File: src/rtl/cal_pkg.sv
package cal_pkg;
    localparam int NCH = 4;
    localparam int DW  = 16;
    localparam int CHW = $clog2(NCH);

    typedef enum logic [1:0] {
        SEL_DATA = 2'd0,
        SEL_GAIN = 2'd1,
        SEL_OFFS = 2'd2,
        SEL_NOP  = 2'd3
    } wsel_e;

    typedef struct packed {
        logic [DW-1:0] data;
        logic [DW-1:0] gain;
        logic [DW-1:0] offs;
    } operands_t;

    // scale by (gain+1)/2^16, add offset minus mid-scale, clamp
    function automatic logic [DW-1:0] calib(input operands_t op);
        logic [2*DW:0]          prod;
        logic signed [DW+2:0]   sum;
        prod = (2*DW+1)'(op.data) * ((2*DW+1)'(op.gain) + (2*DW+1)'(1));
        sum  = $signed({3'b000, prod[2*DW-1:DW]}) + $signed({3'b000, op.offs})
             - $signed((DW+3)'(1 << (DW-1)));
        if (sum < 0)
            return '0;
        else if (sum > $signed((DW+3)'((1 << DW) - 1)))
            return '1;
        else
            return sum[DW-1:0];
    endfunction
endpackage

File: src/rtl/cal_regs.sv
module cal_regs
    import cal_pkg::*;
(
    input  logic                     clk,
    input  logic                     rst,
    input  logic                     wr_en,
    input  logic [CHW-1:0]           wr_ch,
    input  logic [1:0]               wr_sel,
    input  logic [DW-1:0]            wr_data,
    input  logic                     launch,
    input  logic [CHW-1:0]           launch_ch,
    output logic [NCH-1:0]           pend,
    output operands_t                launch_op
);
    logic [NCH-1:0][DW-1:0] gain_q;
    logic [NCH-1:0][DW-1:0] offs_q;
    logic [NCH-1:0][DW-1:0] data_q;

    for (genvar i = 0; i < NCH; i++) begin : g_ch
        logic hit;
        assign hit = wr_en && (wr_ch == CHW'(i));

        always_ff @(posedge clk) begin
            if (rst) begin
                gain_q[i] <= '1;
                offs_q[i] <= DW'(1 << (DW-1));
                data_q[i] <= '0;
                pend[i]   <= 1'b0;
            end else begin
                if (hit && wr_sel == SEL_GAIN) gain_q[i] <= wr_data;
                if (hit && wr_sel == SEL_OFFS) offs_q[i] <= wr_data;
                if (hit && wr_sel == SEL_DATA) begin
                    data_q[i] <= wr_data;
                    pend[i]   <= 1'b1;
                end else if (launch && launch_ch == CHW'(i)) begin
                    pend[i]   <= 1'b0;
                end
            end
        end
    end

    assign launch_op.data = data_q[launch_ch];
    assign launch_op.gain = gain_q[launch_ch];
    assign launch_op.offs = offs_q[launch_ch];


    sel_nop_chk: assert property (@(posedge clk) disable iff (rst)
        (wr_en && wr_sel == SEL_NOP && !launch) |=> $stable(pend));
endmodule

File: src/rtl/cal_arb.sv
module cal_arb
    import cal_pkg::*;
(
    input  logic [NCH-1:0] req,
    output logic           any,
    output logic [CHW-1:0] pick
);
    always_comb begin
        pick = '0;
        for (int i = NCH - 1; i >= 0; i--) begin
            if (req[i]) pick = CHW'(i);
        end
    end
    assign any = |req;
endmodule

File: src/rtl/cal_core.sv
module cal_core
    import cal_pkg::*;
#(
    parameter int CALC_CYC = 3
)(
    input  logic           clk,
    input  logic           rst,
    input  logic           start,
    input  logic [CHW-1:0] start_ch,
    input  operands_t      start_op,
    output logic           active,
    output logic           done,
    output logic [CHW-1:0] done_ch,
    output logic [DW-1:0]  result
);
    localparam int CW = $clog2(CALC_CYC + 1);

    logic [CW-1:0]  cnt;
    logic [CHW-1:0] ch_q;
    operands_t      op_q;

    always_ff @(posedge clk) begin
        if (rst) begin
            active  <= 1'b0;
            done    <= 1'b0;
            cnt     <= '0;
            ch_q    <= '0;
            op_q    <= '0;
            done_ch <= '0;
            result  <= '0;
        end else begin
            done <= 1'b0;
            if (!active && start) begin
                active <= 1'b1;
                cnt    <= CW'(CALC_CYC - 1);
                ch_q   <= start_ch;
                op_q   <= start_op;
            end else if (active) begin
                if (cnt == '0) begin
                    active  <= 1'b0;
                    done    <= 1'b1;
                    done_ch <= ch_q;
                    result  <= calib(op_q);
                end else begin
                    cnt <= cnt - CW'(1);
                end
            end
        end
    end


    done_after_work_chk: assert property (@(posedge clk) disable iff (rst)
        done |-> $past(active));
endmodule

File: src/rtl/cal_engine_top.sv
module cal_engine_top
    import cal_pkg::*;
#(
    parameter int CALC_CYC = 3
)(
    input  logic                    clk,
    input  logic                    rst,
    input  logic                    wr_en,
    input  logic [CHW-1:0]          wr_ch,
    input  logic [1:0]              wr_sel,
    input  logic [DW-1:0]           wr_data,
    output logic [NCH-1:0][DW-1:0]  dac_code,
    output logic [NCH-1:0]          dac_upd,
    output logic                    busy
);
    logic [NCH-1:0] pend;
    logic           any_pend;
    logic [CHW-1:0] pick;
    logic           active;
    logic           start;
    logic           done;
    logic [CHW-1:0] done_ch;
    logic [DW-1:0]  result;
    operands_t      op;

    assign start = any_pend && !active;

    cal_regs u_regs (
        .clk(clk), .rst(rst),
        .wr_en(wr_en), .wr_ch(wr_ch), .wr_sel(wr_sel), .wr_data(wr_data),
        .launch(start), .launch_ch(pick),
        .pend(pend), .launch_op(op)
    );

    cal_arb u_arb (.req(pend), .any(any_pend), .pick(pick));

    cal_core #(.CALC_CYC(CALC_CYC)) u_core (
        .clk(clk), .rst(rst),
        .start(start), .start_ch(pick), .start_op(op),
        .active(active), .done(done), .done_ch(done_ch), .result(result)
    );

    for (genvar i = 0; i < NCH; i++) begin : g_out
        always_ff @(posedge clk) begin
            if (rst) begin
                dac_code[i] <= '0;
                dac_upd[i]  <= 1'b0;
            end else begin
                dac_upd[i] <= done && (done_ch == CHW'(i));
                if (done && done_ch == CHW'(i)) dac_code[i] <= result;
            end
        end


        code_change_chk: assert property (@(posedge clk) disable iff (rst)
            (dac_code[i] != $past(dac_code[i])) |-> dac_upd[i]);
    end

    assign busy = any_pend || active || done;


    one_strobe_chk: assert property (@(posedge clk) disable iff (rst)
        $onehot0(dac_upd));


    busy_after_write_chk: assert property (@(posedge clk) disable iff (rst)
        (wr_en && wr_sel == SEL_DATA) |=> busy);
endmodule

File: config.mk
export PLATFORM = sky130hd
export DESIGN_NAME = cal_engine_top
export DESIGN_NICKNAME = d
export VERILOG_FILES = /design/src/rtl/cal_pkg.sv /design/src/rtl/cal_regs.sv /design/src/rtl/cal_arb.sv /design/src/rtl/cal_core.sv /design/src/rtl/cal_engine_top.sv
export SDC_FILE = /design/constraint.sdc
export NUM_CORES = 1
export LEC_CHECK = 0
export BUFFER_PORTS_ARGS = -buffer_cell sky130_fd_sc_hd__buf_2
export CORE_MARGIN = 2
export CORE_UTILIZATION = 37
export CTS_BUF_LIST = sky130_fd_sc_hd__clkbuf_8
export CTS_CLUSTER_DIAMETER = 40
export CTS_CLUSTER_SIZE = 12
export DETAILED_ROUTE_END_ITERATION = 8
export HOLD_SLACK_MARGIN = 0.08
export PLACE_DENSITY = 0.54
export SLEW_MARGIN = 20
export SYNTH_ARGS = -nofsm -noshare
export SYNTH_HDL_FRONTEND = slang
export SYNTH_SLANG_ARGS = --single-unit
File: constraint.sdc
create_clock -name clk -period 8.5 [get_ports clk]
set_input_delay 0 -clock clk [delete_from_list [all_inputs] [get_ports clk]]
set_output_delay 0 -clock clk [all_outputs]
set_load 0.005 [all_outputs]
# == After elaboration in Yosys (flattened, before gate mapping) ==
# Index checks and enable logic that the tools add are counted.
# word_totals
reg_bits,336
latchBits,0
mem_bits_rw,0
mem_bits_ro,0
in_bits,23
out_inout_bits,69
word_cells,129
n_memories,0
# op_classes
addsub,4
multipliers,1
div,0
magnitude_cmp,3
eq_ne,12
shift,0
mux,27
bitwise_logic,3
n_reduce_logical,45
# ops
operator,count
$bmux 16 s2,3
$mux 16,5
$mul 16x33->32,1
$logic_and 1x1->1,26
$gt 19x17->1 const B,1
$lt 19x1->1 const B,1
$sub 17x16->18 const B,1
$add 16x1->17 const B,1
$add 16x16->17,1
$eq 2x2->1 const B,7
$mux 2,7
$mux 1,12
$logic_not 2->1,5
$reduce_bool 2->1,5
$eq 2x1->1 const B,4
$reduce_and 2->1,2
$reduce_or 4->1,1
$lt 2x3->1 const B,1
$not 1->1,3
$reduce_and 3->1,1
$reduce_or 3->1,1
$logic_or 1x1->1,2
$ne 2x1->1 const B,1
$reduce_or 2->1,1
2 further kinds,2

# == Logic depth before layout (Yosys ltp) ==
# Gate-level depths: netlist of the first run.
# logic_depth
ltp_word,8
depth_mapped,42
depth_no_buf,39

# == Hierarchy ==
# A second synthesis of the first run with hierarchy kept.
# unflattened
cells_unflattened,2463
area_unflattened_um2,23681.5
# modules_own_cells
mod,n_inst,cells_each,area_per_inst_um2,seq_area_each_um2
cal_core,1,1446,12191.7,1441.4
cal_regs,1,764,8733.4,3923.8
cal_engine_top,1,246,2721.4,1361.3
cal_arb,1,7,35.0,0.0

# == Worst setup path after synthesis of the first run ==
# OpenSTA, ideal clock, no wires.
# synth_timing
path_kind,register to register
from,register u_core.op_q[16] (netlist name)
to,register u_core.result[4]
setup_ns,0.122
arrival_time_ns,8.812
required_time_ns,8.378
setup_slack_ns,-0.433
path_stages_with_launch,40
path_buffers,3
synth_period_minus_slack_ns,8.933
cell_sequence,dfxtp_1 > ha_1 > nand2_1 > nor2_1 > nand3_1 > nor2_1 > xor2_1 > clkbuf_1 > nand2_1 > fa_1 > fa_1 > inv_1 > fa_1 > inv_1 > fa_1 > inv_1 > fa_1 > inv_1 > [4 not listed] > nand2_1 > a221oi_2 > a21oi_1 > o21ai_0 > a21oi_2 > a41o_1 > xor2_1 > ha_1 > ha_1 > nand2_1 > a21oi_1 > a221oi_4 > a211oi_2 > o21ai_0 > and3b_1 > buf_6 > buf_6 > a221o_1
# synth_via
elab_chain_len,7
word_cells_on_any_way,8
cone_classes,3 x add/sub; 1 x mul; 2 x order compare; 2 x mux
# synth_rtl
element,line_no,text
from (decl),cal_core.sv:20,operands_t op_q;
from (signal assigned),cal_core.sv:37,op_q <= start_op;
$add 16x1->17 (*),cal_pkg.sv:23,prod = (2*DW+1)'(op.data) * ((2*DW+1)'(op.gain) + (2*DW+1)'(1));
$mul 16x33->32 (*),cal_pkg.sv:23,
$add 16x16->17 (*),cal_pkg.sv:24,"sum = $signed({3'b000, prod[2*DW-1:DW]}) + $signed({3'b000, op.offs})"
$sub 17x16->18 (*),cal_pkg.sv:25,- $signed((DW+3)'(1 << (DW-1)));
$gt 19x17->1,cal_pkg.sv:28,else if (sum > $signed((DW+3)'((1 << DW) - 1)))
$mux 16,cal_pkg.sv:28,
$mux 16 (*),cal_pkg.sv:26,if (sum < 0)
to (signal assigned),cal_core.sv:43,result <= calib(op_q);
to (decl),cal_core.sv:14,output logic [DW-1:0] result
# Every way passes the cells marked *; elsewhere a longest branch is shown, timed or not.
# A chain may end at the register's enable or synchronous reset.

# == Worst setup path after layout of the first run ==
# layout_timing
from,register u_core.op_q[17] (netlist name)
to,register u_core.result[12]
# Same word-level chain as after synthesis.

==> results of run 1 <==
## how the worst max path moves through the flow
stage                               start                end  slack (ns)
after floorplan           u_core.op_q[18]   u_core.result[4]        0.05
after global placement    u_core.op_q[17]   u_core.result[2]       -0.13
after detailed placement  u_core.op_q[20]   u_core.result[6]       -0.25
after CTS                 u_core.op_q[16]  u_core.result[13]       0.003
after global routing      u_core.op_q[16]  u_core.result[12]       -0.39
final                     u_core.op_q[17]  u_core.result[12]        0.02
## cells in the final DEF (no fill, tap or decap), types with 5 or more instances in the layout
| master | count |
|---|---|
| nand2_1 | 614 |
| dfxtp_1 | 331 |
| inv_1 | 261 |
| a21oi_1 | 209 |
| fa_1 | 202 |
| ha_1 | 117 |
| buf_4 | 113 |
| and2_1 | 104 |
| buf_2 | 90 |
| nor2_1 | 83 |
| nor2b_1 | 80 |
| a211o_1 | 65 |
| a222oi_1 | 48 |
| a311oi_1 | 48 |
| clkbuf_8 | 45 |
| dlygate4sd3_1 | 25 |
| xnor2_1 | 23 |
| a221o_1 | 15 |
| xor2_1 | 14 |
| ha_4 | 13 |
| nor2_2 | 11 |
| nand2b_1 | 11 |
| o21ai_0 | 10 |
| a21o_1 | 9 |
| buf_6 | 9 |
| nand3_1 | 8 |
| nor3_1 | 8 |
| nand3b_1 | 8 |
| a21oi_4 | 7 |
| a21oi_2 | 7 |
| and3_1 | 6 |
| inv_2 | 6 |
| xnor2_2 | 5 |
| nor3_2 | 5 |
| o21ai_1 | 5 |
| fa_2 | 5 |
## what timing repair did
item                                    CTS  global route
cloned                                    1             0
hold buffers                             25             0
pin swaps                                27            70
hold endpoints to repair                211             0
endpoints found under the setup margin   16            16
resized for setup                        23            66
buffers inserted                          6             9
## routing by layer
| layer | share of wire, % | wire length (µm) |
|---|---|---|
| met4 | 2.2 | 1369 |
| met5 | 0 | 0 |
| met2 | 48 | 30370 |
| met1 | 45 | 28490 |
| met3 | 4.2 | 2626 |
## critical path, delay by kind of cell (launching register included)
family | cells | cell delay, ns
fa+ha+maj | 10 | 4.01
compound gates | 12 | 2.16
simple gates | 8 | 0.96
buf+inv | 6 | 0.56
flops | 1 | 0.37
xor+xnor | 2 | 0.30
## area by class of cell
cell class | instances | share of cell area (%)
diodes | 1 | 0.009831
inverters | 261 | 3.849
well taps | 773 | 3.800
clock inverters | 17 | 0.5456
repair buffers | 242 | 6.857
multi-input cells | 1810 | 56.03
flip-flops and latches | 336 | 26.47
clock buffers | 45 | 2.433
## flip-flops by register name, indices dropped and copies added, names as in the netlist
| signal | count |
|---|---|
| dac_code | 64 |
| u_regs.data_q | 64 |
| u_regs.gain_q | 64 |
| u_regs.offs_q | 64 |
| u_core.op_q | 48 |
| u_core.result | 16 |
| dac_upd | 4 |
| u_regs.pend | 4 |
| u_core.ch_q | 2 |
| u_core.cnt | 2 |
| u_core.done_ch | 2 |
| u_core.active | 1 |
| u_core.done | 1 |
## through the flow
step | utilization [%] | power, µW | hold WS [ns] | worst slack (ns) | area, µm²
after floorplan | - | 1852 | 0.1179 | 0.04506 | 22180
after global placement | 40.43 | 1975 | 0.3800 | -0.1253 | 23860
after detailed placement | 40.43 | 1979 | 0.3781 | -0.2489 | 23860
after CTS | 42.40 | 3122 | 0.08286 | 0.002729 | 25030
after global routing | 43.12 | 3227 | 0.1576 | -0.3898 | 25450
final | 43.13 | 3102 | 0.1157 | 0.01813 | 25450
## logic make-up (layout without fill, tap and decap cells)
family	count (synthesis)	in the layout
AO/OA/AOI/OAI	455	455
buffers and inverters	432	565
other	0	1
flip-flops	336	336
multiplexers	3	3
adder cells (fa/ha/maj)	337	337
AND/OR/NAND/NOR	968	969
XOR/XNOR	46	46
## synthesized netlist by cell type, types with 3 or more instances
| cell | n | area [µm²] |
|---|---|---|
| nor3_1 | 12 | 60.06 |
| o21ai_0 | 16 | 80.08 |
| nand3b_1 | 8 | 60.06 |
| o211ai_1 | 4 | 30.03 |
| nand2_1 | 618 | 2320 |
| and3b_1 | 3 | 26.28 |
| o21bai_1 | 3 | 22.52 |
| a221o_1 | 15 | 150.1 |
| nor2b_1 | 81 | 506.7 |
| xor2_1 | 17 | 148.9 |
| and2_1 | 106 | 663.1 |
| a21oi_1 | 219 | 1096 |
| and3_1 | 7 | 43.79 |
| a21o_1 | 9 | 67.56 |
| nand2b_1 | 12 | 75.07 |
| nor2_1 | 95 | 356.6 |
| nand4_1 | 3 | 18.77 |
| a311oi_1 | 48 | 420.4 |
| ha_1 | 130 | 1627 |
| a211o_1 | 65 | 569.3 |
| clkbuf_1 | 162 | 608.1 |
| inv_1 | 261 | 979.7 |
| buf_1 | 6 | 22.52 |
| fa_1 | 207 | 4144 |
| nand3_1 | 12 | 60.06 |
| dfxtp_1 | 336 | 6726 |
| xnor2_1 | 29 | 254.0 |
| a211oi_1 | 5 | 37.54 |
| a222oi_1 | 48 | 480.5 |
| o21ai_1 | 4 | 20.02 |
## power by group
part | switching, µW | total, µW | internal, µW
clock | 612 | 1140 | 523
sequential | 31.5 | 1630 | 1600
combinational | 209 | 336 | 127
==> qor.txt, run 1 <==
Netlist cell types: 58
Post-DRT Antenna Nets: 0
die area: 61560 µm²
Residual DRC: 0
FF-to-FF path depth: 38
Max FO, Critical Path: 8
Root Buffer: clkbuf_8
RSZ-0062 raised after global routing: true
Final min period: 8.482 ns
final worst-path cycle share: 99.79%
Initial Util: 37.36%
Max Cap Viol: 0
min-delay src: wr_en
critical path type: register to register
mux cell area share after synthesis: 0.1419%
Nets: 3050
Routed WL: 62850 µm
synthesized-area fraction occupied by adder cells: 26.17%
final hold vios: 0
Startpoint Class: register
synthesized area per cell: 8.556 µm²
relative slew slack: 29.32%
CORE AREA: 59020 µm²
sequential-to-total area share from yosys stat: 30.51%
Synth Area in Compound Gates: 14.52%
WHS Endpoint: u_regs.offs_q[58]
worst r2r src: u_core.op_q[17]
met2 Use GR: 35.24%
crit path DAT: 8.93 ns
Synth Register Bits: 336
Die Span Y: 248.1 µm
Fillers: 5915
busiest grt layer: met2
routability cong.: 0.8845
DP HPWL: 44150 µm
CTS max path bufs: 3
largest net degree at the start of global routing: 137
grt met1 use: 28.29%
Sink Count: 336
Initial DRC Count: 1340
clk slew on worst S/H paths: 0.08 ns
final instance count without filler cells: 3485
first-pass GRT wire length: 101200 µm
endpoints failing setup: 0
Reg area: 6738 µm²
Gate Count Post-Synth: 2577
Post-Synth XOR/XNOR Area: 1.827%
Die Width: 248.1 µm
via/cell ratio: 5.178
drt pass-1 iters: 6
flop-to-flop setup slack: 0.02 ns
multi-input logic area: 14260 µm²
Async SR Flop Fraction: 0%
r2r endpoint: u_core.result[12]
io pins: 92
placed cells: 3382
fmax: 117.9 MHz
slowest library cell on the worst path: fa_1
Slew Viols, Final: 0
CP peak stage delay: 0.58 ns
TritonCTS clock tree: yes
Skew-Pair Late Insertion Delay: 0.60 ns
cell area after synthesis: 22050 µm²
number of global-route vias before repair: 18417
Most used DFF post-synth: dfxtp_1
remaining global-route overflow: 0
total CTS buffers: 39
port bufs: 91
GRT Total Usage: 20.74%
WHS Path Cells: 6
setup_tns: 0 ns
outcome: finished clean
antenna violations before repair: 0
Layout area overhead: 15.43%
cell row count: 89
layout cells sized above 1: 14.05%
CP Data Required Time: 8.95 ns
Via Count: 18047
worst vdd ir: 0.00008685 V
clk_skew: 0.04453 ns
worst-margin pin slew: 1.059 ns
Pleak: 0.01067 µW
largest family of logic cells by synthesized area: adder cells
Ys Warns: 0
simple-gate share of the synthesized area: 19.41%
Hold Path Class: input pin to register
Post-synth EDFFs: 0
Synthesized Nets: 2937
Pwr Density: 121.9 nW/µm²
met3 GRT Util: 1.896%
CTS H-Tree Depth: 2
routed len/inst: 18.03 µm
Critical Path Sink Type: register
Power figures use the tool's default switching activity.
==> inputs of run 2 (changes only) <==
CORE_MARGIN = not set   (was 2)
CORE_UTILIZATION = 30   (was 37)
PLACE_DENSITY = 0.46   (was 0.54)
==> qor.txt, run 2 (same netlist as run 1, synthesis figures left out) <==
outcome: complete, but fails checks
failing checks: design-rule violations
remaining global-route overflow: 0 (unchanged)
Residual DRC: 1 (+1)
worst vdd ir: 0.00007622 V (-12%)
final worst-path cycle share: 98.98% (-0.80 points)
Top delay family on crit path: adder cells
Skew-Pair Late Insertion Delay: 0.58 ns (-0.02 ns)
via/cell ratio: 4.909 (-5.2%)
die area: 74590 µm² (+21%)
Final min period: 8.414 ns (-0.06820 ns)
routability cong.: 0.8406 (-5.0%)
CTS H-Tree Depth: 2 (unchanged)
critical path type: register to register
commonest cells after routing, fill and taps aside: nand2_1, dfxtp_1, inv_1
cell-internal power: 2385 µW (+6.0%)
number of global-route vias before repair: 18673 (+1.4%)
Routed WL: 65380 µm (+4.0%)
worst-margin pin slew: 1.070 ns (+0.01130 ns)
Fillers: 7626 (+29%)
CORE AREA: 72830 µm² (+23%)
Die Span Y: 273.1 µm (+10%)
final hold vios: 0 (unchanged)
routed len/inst: 17.68 µm (-1.9%)
Post-DRT Antenna Nets: 0 (unchanged)
clk_skew: 0.02858 ns (-0.01594 ns)
Slew Viols, Final: 0 (unchanged)
CTS max path bufs: 3 (unchanged)
Max Cap Viol: 0 (unchanged)
Nets: 3074 (+0.79%)
slowest library cell on the worst path: fa_1
switching pwr: 858.9 µW (+0.77%)
port bufs: 91 (unchanged)
fmax: 118.9 MHz (+0.81%)
CP dominant cell by count: fa_1
Initial DRC Count: 1182 (-12%)
Critical Path Sink Type: register
layout cells sized above 1: 14.58% (+0.52 points)
Reg area: 6734 µm² (about the same)
clock power share: 39.5% (+2.9 points)
crit path DAT: 8.86 ns (-0.07 ns)
Initial Util: 30.27% (-7.1 points)
Pwr Density: 125.9 nW/µm² (+3.3%)
largest net degree at the start of global routing: 152 (+11%)
relative slew slack: 28.57% (-0.75 points)
first-pass GRT wire length: 104000 µm (+2.8%)
RSZ-0062 raised after global routing: true
antenna violations before repair: 1 (+1)
Sw Ratio: 26.47% (-1.0 points)
setup_tns: 0 ns (unchanged)
multi-input logic area: 14110 µm² (-1.0%)
Max FO, Critical Path: 8 (unchanged)
most common cell after layout, fill and taps aside: nand2_1
Comb power frac: 10.2% (-0.6 points)
placed cells: 3592 (+6.2%)
Startpoint Class: register
sequential share of power: 50.3% (-2.3 points)
fin area: 25770 µm² (+1.2%)
clk slew on worst S/H paths: 0.08 ns (about the same)
Root Buffer: clkbuf_8
total CTS buffers: 41 (+5.1%)
Via Count: 18147 (+0.55%)
GRT Total Usage: 17.66% (-3.1 points)
Hold Path Class: input pin to register
endpoints failing setup: 0 (unchanged)
Layout area overhead: 16.88%
DP Area: 24280 µm² (+1.8%)
cell row count: 99 (+11%)
DP HPWL: 46390 µm (+5.1%)
TritonCTS clock tree: yes
io pins: 92 (unchanged)
Pleak: 0.01075 µW (+0.81%)
drt pass-1 iters: 9 (+3)
Sink Count: 336 (unchanged)
CP Data Required Time: 8.95 ns (about the same)
Die Width: 273.1 µm (+10%)
CP peak stage delay: 0.55 ns (-0.03 ns)
Power Total: 3244 µW (+4.6%)
worst path bufs/invs: 8 (+2)
final instance count without filler cells: 3697 (+6.1%)
run 2: cell types whose count changed in the layout (fill, tap and decap cells not counted), sizes merged:
cell         delta
buf            +25
bufinv          +4
clkbuf          +1
clkinv          +1
clkinvlp        -1
dlygate4sd3     -3
inv             -1
run 2: worst reg2reg max path: cells and delay by family (launching register included):
kind	cells	cell delay (ns)
buffers and inverters	8	0.81
flip-flops	1	0.37
adder cells (fa/ha/maj)	10	4.09
XOR/XNOR	2	0.32
AO/OA/AOI/OAI	9	1.73
AND/OR/NAND/NOR	6	0.96
run 2: path summary, 6_finish.rpt:
path                   start           endpoint  slack (ns)  cells after the start
max reg2reg  u_core.op_q[17]   u_core.result[3]        0.09                     35
min                wr_sel[0]  u_regs.data_q[45]        0.14                      5
min reg2reg     dac_code[22]       dac_code[22]        0.45                      2
max          u_core.op_q[17]   u_core.result[3]        0.09                     35
run 2: final cells by class:
type,count,share of cell area [%]
multi-input cells,1810,54.77
flip-flops and latches,336,26.13
repair buffers,264,7.190
well taps,959,4.656
inverters,261,3.802
clock buffers,46,2.457
clock inverters,20,0.9904
diodes,1,0.009710
run 2: layer usage:
metal | wire length (µm) | global-route usage [%]
met5 | 0 | 0
met4 | 1618 | 5.337
met3 | 2458 | 1.494
met2 | 31590 | 30.01
met1 | 29710 | 23.70
run 2: power groups by stage:
stage / logic (µW) / registers, µW / clock network [µW]
6_report: 330 / 1630 / 1280
5_1_grt: 368 / 1640 / 1390
4_1_cts: 328 / 1630 / 1330
3_5_place_dp: 318 / 1670 / 0
3_3_place_gp: 316 / 1670 / 0
2_1_floorplan: 202 / 1650 / 0
run 2: repair_timing:
item / 4_1_cts / 5_1_grt
hold endpoints to repair: 270 / 0
resized for setup: 18 / 44
pin swaps: 22 / 58
hold buffers: 22 / 0
setup endpoints to repair: 15 / 16
buffers inserted: 2 / 12
cloned: 1 / 1
run 2: through the flow:
step                setup WS (ns)  utilization, %  hold slack, ns
finish                    0.08633           35.38          0.1436
floorplan                 0.04506               -          0.1179
detailed placement        -0.1947           33.34          0.3823
CTS                      0.004905           34.97         0.08331
global route              -0.2372           35.38          0.1427
global placement          -0.1075           33.33          0.3792
==> inputs of run 3 (changes only) <==
PLACE_DENSITY = 0.45   (was 0.46)
clock period = 8.6 ns   (was 8.5 ns; I/O delays follow)
==> qor.txt, run 3 (same netlist as run 1, synthesis figures left out) <==
routability cong.: 0.8516 (+1.3%)
Skew-Pair Late Insertion Delay: 0.62 ns (+0.04 ns)
Fillers: 7481 (-1.9%)
worst vdd ir: 0.0001115 V (+46%)
first-pass GRT wire length: 107700 µm (+3.6%)
DP Worst Slack: -0.3831 ns (-0.1884 ns)
Final min period: 8.481 ns (+0.06703 ns)
Pwr Density: 122.3 nW/µm² (-2.8%)
clk slew on worst S/H paths: 0.08 ns (about the same)
Die Span Y: 273.1 µm (unchanged)
DP HPWL: 47190 µm (+1.7%)
met3 GRT Util: 1.327% (-0.17 points)
Slew Viols, Final: 0 (unchanged)
GRT Total Usage: 18.23% (+0.57 points)
routed len/inst: 18.11 µm (+2.4%)
busiest grt layer: met2
final instance count without filler cells: 3729 (+0.87%)
critical path type: register to register
total CTS buffers: 42 (+2.4%)
crit path DAT: 8.93 ns (+0.07 ns)
outcome: finished clean
Critical Path Sink Type: register
flop-to-flop setup slack: 0.12 ns (+0.03 ns)
most common cell after layout, fill and taps aside: nand2_1
die area: 74590 µm² (unchanged)
Nets: 3098 (+0.78%)
slowest library cell on the worst path: fa_1
Pleak: 0.01089 µW (+1.3%)
Max FO, Critical Path: 11 (+3)
DP Area: 24250 µm² (-0.15%)
CTS max path bufs: 3 (unchanged)
Root Buffer: clkbuf_8
final core occ: 35.89% (+0.51 points)
cell row count: 99 (unchanged)
CP peak stage delay: 0.54 ns (about the same)
via/cell ratio: 4.886 (-0.46%)
worst-margin pin slew: 1.050 ns (-0.02014 ns)
Initial Util: 30.27% (unchanged)
fmax: 117.9 MHz (-0.79%)
clk_skew: 0.07162 ns (+0.04304 ns)
TritonCTS clock tree: yes
Die Width: 273.1 µm (unchanged)
fin area: 26140 µm² (+1.4%)
grt met1 use: 25.48% (+1.8 points)
Routed WL: 67540 µm (+3.3%)
largest net degree at the start of global routing: 132 (-13%)
endpoints failing setup: 0 (unchanged)
commonest cells after routing, fill and taps aside: nand2_1, dfxtp_1, inv_1
Max Cap Viol: 0 (unchanged)
setup slack after layout: 0.1193 ns (+0.03297 ns)
port bufs: 91 (unchanged)
final worst-path cycle share: 98.61% (-0.37 points)
worst path bufs/invs: 10 (+2)
antenna violations before repair: 1 (unchanged)
CTS H-Tree Depth: 2 (unchanged)
Top delay family on crit path: adder cells
FF-to-FF path depth: 37 (+5.7%)
met2 Use GR: 30.39% (+0.37 points)
number of global-route vias before repair: 18809 (+0.73%)
Residual DRC: 0 (-1)
RSZ-0062 raised after global routing: true
Startpoint Class: register
Hold Path Class: input pin to register
min-delay src: wr_data[10]
WHS Path Cells: 4 (-1)
remaining global-route overflow: 0 (unchanged)
r2r endpoint: u_core.result[5]
final hold vios: 0 (unchanged)
Layout area overhead: 18.54%
drt pass-1 iters: 7 (-2)
CP dominant cell by count: fa_1
Initial DRC Count: 1246 (+5.4%)
CP Data Required Time: 9.05 ns (+0.10 ns)
Sink Count: 336 (unchanged)
worst r2r src: u_core.op_q[17]
CORE AREA: 72830 µm² (unchanged)
placed cells: 3599 (+0.19%)
Post-DRT Antenna Nets: 0 (unchanged)
layout cells sized above 1: 16.18% (+1.6 points)
Via Count: 18219 (+0.40%)
relative slew slack: 29.91% (+1.3 points)
WHS Endpoint: u_regs.offs_q[26]
io pins: 92 (unchanged)
## run 3: changes by cell type in the layout (fill, tap and decap cells not counted), sizes merged
| cell | delta |
|---|---|
| diode | +1 |
| dlygate4sd3 | +6 |
| bufinv | -3 |
| clkinv | +5 |
| buf | +17 |
| inv | +4 |
| clkbuf | +2 |
## run 3: worst max path at each step
stage,from,to,slack (ns),cells past startpoint
final,u_core.op_q[17],u_core.result[5],0.12,37
after global routing,u_core.op_q[16],u_core.result[2],-0.25,37
after CTS,u_core.op_q[20],u_core.result[2],0.02,36
after detailed placement,u_core.op_q[17],u_core.result[13],-0.38,35
after global placement,u_core.op_q[17],u_core.result[0],-0.23,36
after floorplan,u_core.op_q[17],u_core.result[4],0.01,42
## run 3: per-layer routing
metal	part of all wire (%)	up-vias
li1	-	8712
met1	47	9083
met2	47	350
met3	3.6	74
met4	2.0	0
met5	0	-
## run 3: through the flow
step	total power, µW	setup TNS (ns)	hold WS (ns)
2_1_floorplan	1828	0	0.1179
3_3_place_gp	1965	-3.529	0.3813
3_5_place_dp	1968	-5.705	0.3774
4_1_cts	3236	0	0.3166
5_1_grt	3337	-3.349	0.3699
6_report	3197	0	0.3560
## run 3: worst reg2reg max path: cells and delay by family (launching register included)
family,cells,cell delay [ns]
XOR/XNOR,2,0.23
AND/OR/NAND/NOR,8,1.05
AO/OA/AOI/OAI,7,1.57
flip-flops,1,0.37
buffers and inverters,10,1.05
adder cells (fa/ha/maj),10,4.09
## run 3: final cells by class
type                       instances  area, µm²  share of cell area, %
multi-input combinational       1810      14280                  54.65
sequential                       336       6735                  25.77
timing repair buffer             287       2057                  7.869
tap                              959       1200                  4.590
inverter                         261      979.7                  3.748
clock buffer                      48      660.6                  2.527
clock inverter                    26      217.7                 0.8329
antenna                            2      5.005                0.01915
## run 3: where the power goes
| group | leakage, µW | internal (µW) | switching, µW | total (µW) |
|---|---|---|---|---|
| Clock | 0.000476 | 591 | 649 | 1240 |
| Sequential | 0.00272 | 1580 | 32.6 | 1610 |
| Combinational | 0.00769 | 132 | 212 | 344 |
| Total | 0.0109 | 2300 | 893 | 3200 |
## run 3: what timing repair did
item,CTS,global route
buffers inserted,19,6
cloned,1,0
hold endpoints to repair,282,0
pin swaps,50,66
gates resized for setup,50,66
hold buffers,28,0
endpoints found under the setup margin,16,16
